===== config.mk =====
export PLATFORM = sky130hd
export DESIGN_NAME = eag_unit
export DESIGN_NICKNAME = d
export VERILOG_FILES = /design/src/rtl/eag_pkg.sv /design/src/rtl/eag_sext.sv /design/src/rtl/eag_step.sv /design/src/rtl/eag_sum3.sv /design/src/rtl/eag_unit.sv
export SDC_FILE = /design/constraint.sdc
export NUM_CORES = 1
export LEC_CHECK = 0
export BUFFER_PORTS_ARGS = -buffer_cell sky130_fd_sc_hd__buf_2
export CORE_UTILIZATION = 55
export CTS_CLUSTER_SIZE = 28
export DETAILED_ROUTE_END_ITERATION = 12
export PLACE_DENSITY = 0.86
export RECOVER_POWER = 100
export SYNTH_ARGS = -nofsm -noshare
export SYNTH_HDL_FRONTEND = slang
export SYNTH_SLANG_ARGS = --single-unit

===== constraint.sdc =====
create_clock -name clk -period 11.1 [get_ports clk]
set_input_delay 1.665 -clock clk [delete_from_list [all_inputs] [get_ports clk]]
set_output_delay 1.665 -clock clk [all_outputs]
set_load 0.01 [all_outputs]

===== src/rtl/eag_pkg.sv =====
package eag_pkg;

    localparam int EAG_ADDR_W  = 32;
    localparam int EAG_FIELD_W = 16;
    localparam int EAG_MODE_W  = 3;

    typedef enum logic [EAG_MODE_W-1:0] {
        EAG_ABS   = 3'd0,
        EAG_IND   = 3'd1,
        EAG_DISP  = 3'd2,
        EAG_BIDX  = 3'd3,
        EAG_POSTI = 3'd4,
        EAG_PRED  = 3'd5,
        EAG_RSV6  = 3'd6,
        EAG_RSV7  = 3'd7
    } eag_mode_e;

    typedef enum logic {
        EAG_SZ_BYTE = 1'b0,
        EAG_SZ_WORD = 1'b1
    } eag_size_e;

endpackage


===== src/rtl/eag_sext.sv =====
module eag_sext #(
    parameter int IN_W  = 16,
    parameter int OUT_W = 32
) (
    input  logic [IN_W-1:0]  val_i,
    output logic [OUT_W-1:0] val_o
);
    localparam int PAD_W = OUT_W - IN_W;

    generate
        if (PAD_W > 0) begin : g_pad
            assign val_o = {{PAD_W{val_i[IN_W-1]}}, val_i};
        end else begin : g_trunc
            assign val_o = val_i[OUT_W-1:0];
        end
    endgenerate
endmodule


===== src/rtl/eag_step.sv =====
module eag_step #(
    parameter int ADDR_W     = 32,
    parameter int WORD_BYTES = 4
) (
    input  logic              size_i,
    input  logic [ADDR_W-1:0] ptr_i,
    output logic [ADDR_W-1:0] inc_o,
    output logic [ADDR_W-1:0] dec_o
);
    localparam logic [ADDR_W-1:0] STEP_WORD = ADDR_W'(WORD_BYTES);
    localparam logic [ADDR_W-1:0] STEP_BYTE = ADDR_W'(1);

    logic [ADDR_W-1:0] step;

    always_comb begin
        step  = size_i ? STEP_WORD : STEP_BYTE;
        inc_o = ptr_i + step;
        dec_o = ptr_i - step;
    end
endmodule


===== src/rtl/eag_sum3.sv =====
module eag_sum3 #(
    parameter int ADDR_W = 32
) (
    input  logic [ADDR_W-1:0] a_i,
    input  logic [ADDR_W-1:0] b_i,
    input  logic [ADDR_W-1:0] disp_i,
    output logic [ADDR_W-1:0] ab_disp_o,
    output logic [ADDR_W-1:0] a_disp_o
);
    always_comb begin
        a_disp_o  = a_i + disp_i;
        ab_disp_o = a_disp_o + b_i;
    end
endmodule


===== src/rtl/eag_unit.sv =====
module eag_unit #(
    parameter int ADDR_W     = eag_pkg::EAG_ADDR_W,
    parameter int FIELD_W    = eag_pkg::EAG_FIELD_W,
    parameter int WORD_BYTES = 4,
    parameter bit REG_OUT    = 1'b1
) (
    input  logic                               clk,
    input  logic                               rst_n,
    input  logic [eag_pkg::EAG_MODE_W-1:0]     mode_i,
    input  logic                               size_i,
    input  logic [ADDR_W-1:0]                  base_i,
    input  logic [ADDR_W-1:0]                  index_i,
    input  logic [FIELD_W-1:0]                 field_i,
    output logic [ADDR_W-1:0]                  ea_o,
    output logic [ADDR_W-1:0]                  ptr_o,
    output logic                               ptr_we_o
);
    import eag_pkg::*;

    typedef struct packed {
        logic [ADDR_W-1:0] ea;
        logic [ADDR_W-1:0] ptr;
        logic              we;
    } eag_res_t;

    logic [ADDR_W-1:0] disp_ext;
    logic [ADDR_W-1:0] ptr_inc;
    logic [ADDR_W-1:0] ptr_dec;
    logic [ADDR_W-1:0] sum_bid;
    logic [ADDR_W-1:0] sum_bd;
    eag_res_t          res_d;
    eag_res_t          res_q;

    eag_sext #(.IN_W(FIELD_W), .OUT_W(ADDR_W)) u_sext (
        .val_i (field_i),
        .val_o (disp_ext)
    );

    eag_step #(.ADDR_W(ADDR_W), .WORD_BYTES(WORD_BYTES)) u_step (
        .size_i (size_i),
        .ptr_i  (base_i),
        .inc_o  (ptr_inc),
        .dec_o  (ptr_dec)
    );

    eag_sum3 #(.ADDR_W(ADDR_W)) u_sum (
        .a_i       (base_i),
        .b_i       (index_i),
        .disp_i    (disp_ext),
        .ab_disp_o (sum_bid),
        .a_disp_o  (sum_bd)
    );

    always_comb begin
        res_d.ea  = '0;
        res_d.ptr = base_i;
        res_d.we  = 1'b0;
        unique case (eag_mode_e'(mode_i))
            EAG_ABS:   res_d.ea = disp_ext;
            EAG_IND:   res_d.ea = base_i;
            EAG_DISP:  res_d.ea = sum_bd;
            EAG_BIDX:  res_d.ea = sum_bid;
            EAG_POSTI: begin
                res_d.ea  = base_i;
                res_d.ptr = ptr_inc;
                res_d.we  = 1'b1;
            end
            EAG_PRED: begin
                res_d.ea  = ptr_dec;
                res_d.ptr = ptr_dec;
                res_d.we  = 1'b1;
            end
            default: begin
                res_d.ea  = '0;
                res_d.ptr = base_i;
                res_d.we  = 1'b0;
            end
        endcase
    end

    always_ff @(posedge clk) begin
        if (!rst_n) begin
            res_q <= '0;
        end else begin
            res_q <= res_d;
        end
    end

    generate
        if (REG_OUT) begin : g_reg
            assign ea_o     = res_q.ea;
            assign ptr_o    = res_q.ptr;
            assign ptr_we_o = res_q.we;
        end else begin : g_comb
            assign ea_o     = res_d.ea;
            assign ptr_o    = res_d.ptr;
            assign ptr_we_o = res_d.we;
        end
    endgenerate
endmodule


==> out/metrics.yaml <==
hold_path:
  hold_path.class: "input pin to flip-flop"
logic_synthesis:
  yosysSeqAreaShare: 0.171
  ys_top_cells_by_count: "nand2_1, a21oi_1, nor2_1, ha_1, dfxtp_1"
  synth.distinct_cells: 79
  netlist_area_sq_um: 7600
  postSynth.asyncResetShare: 0
  syn_avg_cell_area_sq_um: 7.41
  synth_top_area_cell: "dfxtp_1"
  synth_top_area_frac: 0.171
  synth.area.top_cells: "dfxtp_1, ha_1, xnor2_1"
  synth_edf_count: 0
  post-synth-top-count-cell: "nand2_1"
  synth-main-ff-cell: "dfxtp_1"
  yosys_warnings: 0
  synth_cells: 1026
  synth-seq-cells: 65
  synth_nets: 1186
run:
  drv_cap: 1
worst_setup_path:
  path_buf_inv: 1
  cp_max_fo: 6
  cpPeakStageDelay_ns: 0.68
  critPathTopFamily: "compound AO/OA/AOI/OAI gates"
  worst_setup_path_end_kind: "flip-flop"
  path_cells: "clkbuf_1 > ha_1 > fa_1 > a21oi_1 > o2bb2ai_1 > o41a_1 > a21boi_0 > o21bai_1 > a21o_1 > a311oi_1 > xnor2_1 > ha_1 > nand2_1 > nor4b_1 > nand2_1 > o21ai_0 > a31oi_1 > xnor2_1 > a221oi_1 > nor2_1"
  required_ns: 11.31
  critical_path_class: "input pin to flip-flop"
  worstPathArrival_ns: 6.93
  critPathLaunchType: "input pin"
  cp_slowest_cell: "o21ai_0"
detailed_routing:
  wl_met3_microns: 2570
  routed_wirelength_microns: 23800
  drt-vias-per-instance: 6.35
  wl_met2_microns: 10100
  routedWlPerCell_microns: 18.2
  dr.first_iter.drc_count: 1060
  first_pass_iters: 7
  drtAntennaViolNets: 0
  route.vias.total: 8306
  drc: 0
  wl_met1_microns: 10700
  routed.top_layer: "met4"
clock_network:
  root_buffer: "clkbuf_16"
  cts_inserted_buffers: 9
  cts.sinks: 65
  hold_buffers: 0
  cts_setup_buffers: 0
  clk_pin_slew_ns: 0.06
  h-tree-depth: 3
  ctsResizeCount: 0
  cts_tree: "built"
  clock_path_buffers: 2
power_and_ir_drop:
  leakage_nw: 3.50
  power.switching_w: 0.000408
  ir_worst_vdd_mv: 0.0755
  power_frac_seq: 0.240
  p_int_w: 0.000658
  clockPowerShare: 0.286
  swShare: 0.383
  power_density_nw_per_um2: 124
  power_frac_comb: 0.474
global_routing:
  grt_pass1_wl_microns: 37400
  grt_max_degree: 72
  grt_overflow: 0
  antenna_found_initial: 2
  grt_pass1_vias: 7190
  groute.usage.overall: 0.330
place:
  place_congestion: 0.962
  dp_cells: 1291
  place_area_sq_um: 8350
  place_worst_setup_slack_ns: 4.41
  portBuffers: 150
  dpl.hpwl_microns: 18300
sta:
  finalSetupTns_ns: 0
  setup_slack_ns: 4.39
  worst_slew_pin_slew_ns: 2.01
  hold_violations: 0
  period_share: 0.605
  rsz0062_at_grt: "no"
  max_freq_mhz: 149
  finalMaxSlewViolations: 48
  slew_headroom: -0.340
  finalSetupViolations: 0
  period_needed_ns: 6.71
floorplan:
  dieArea_sq_um: 14300
  die_width_microns: 120
  core-area_sq_um: 13300
  start_util: 0.569
  die_h_microns: 120
  fp-row-count: 42
  ios: 151
finish:
  finalNetCount: 1286
  multi_input_area_sq_um: 5960
  drive_gt1_frac: 0.109
  area_growth_pct: 12.8
  finalInstanceArea_sq_um: 8580
  seqCellArea_sq_um: 1300
  fill_cells: 1284
  finalNonFillerCells: 1309
run_status:
  violations: "max-capacitance violations, max-slew violations"
  status: "finished with violations"
metrics by stage:
| stage | hold slack [ns] | utilization | total power (W) |
|---|---|---|---|
| final | 1.66 | 0.642 | 0.00107 |
| after CTS | 1.65 | 0.650 | 0.00106 |
| after floorplan | 1.80 | - | 0.000630 |
| after global routing | 1.65 | 0.642 | 0.00113 |
| after global placement | 1.99 | 0.626 | 0.000745 |
| after detailed placement | 2.01 | 0.626 | 0.000754 |
cells in the final DEF, fill, tap and decap left out, drive strengths merged, types with 7 or more instances in the layout:
master  count
xnor2      47
nor4       11
nand4      10
a21o       29
a21boi     13
buf        86
nand3      30
and2       34
clkbuf     84
ha         72
nand3b      7
dfxtp      65
or3        16
o22ai      11
o211ai     12
o21ai      64
nor3       31
a221oi     18
nand2      87
inv        18
a31oi      14
nand2b     11
xor2       37
nor2       77
a211oi     32
nor2b      23
and3       22
a21oi      79
metal layers:
layer / track usage / vias up
li1: - / 4012
met1: 0.490 / 3771
met2: 0.478 / 479
met3: 0.0570 / 44
met4: 0.108 / 0
met5: 0 / -
cell type report:
type / instances / area share
Tap cell: 176 / 0.0257
Clock buffer: 15 / 0.0347
Clock inverter: 1 / 0.00350
Multi-Input combinational cell: 877 / 0.695
Timing Repair Buffer: 155 / 0.0813
Antenna cell: 2 / 0.000584
Sequential cell: 65 / 0.152
Inverter: 18 / 0.00788
worst paths after layout:
path | end | cells past startpoint | slack [ns] | from
worst min-delay path | ea_o[2]$_SDFF_PN0_ | 3 | 1.66 | base_i[2]
worst max-delay path | ea_o[23]$_SDFF_PN0_ | 20 | 4.39 | base_i[0]
power groups by stage:
| stage | logic, W | registers [W] | clock network, W |
|---|---|---|---|
| floorplan | 0.000360 | 0.000269 | 0 |
| global placement | 0.000485 | 0.000260 | 0 |
| detailed placement | 0.000494 | 0.000260 | 0 |
| CTS | 0.000498 | 0.000255 | 0.000310 |
| global route | 0.000552 | 0.000257 | 0.000320 |
| finish | 0.000505 | 0.000256 | 0.000305 |
cells by family after synthesis:
family | count (synthesis) | share of synthesized area
flip-flops | 65 | 0.171
multiplexers | 9 | 0.0123
XOR/XNOR | 84 | 0.0968
adder cells (fa/ha/maj) | 74 | 0.124
AND/OR/NAND/NOR | 383 | 0.266
AO/OA/AOI/OAI | 327 | 0.286
buffers and inverters | 84 | 0.0430
state kept, by name, summed over array words and instances, names as in the netlist:
name / cells
ea_o: 32
ptr_we_o: 1
ptr_o: 32
Power figures use the tool's default switching activity.
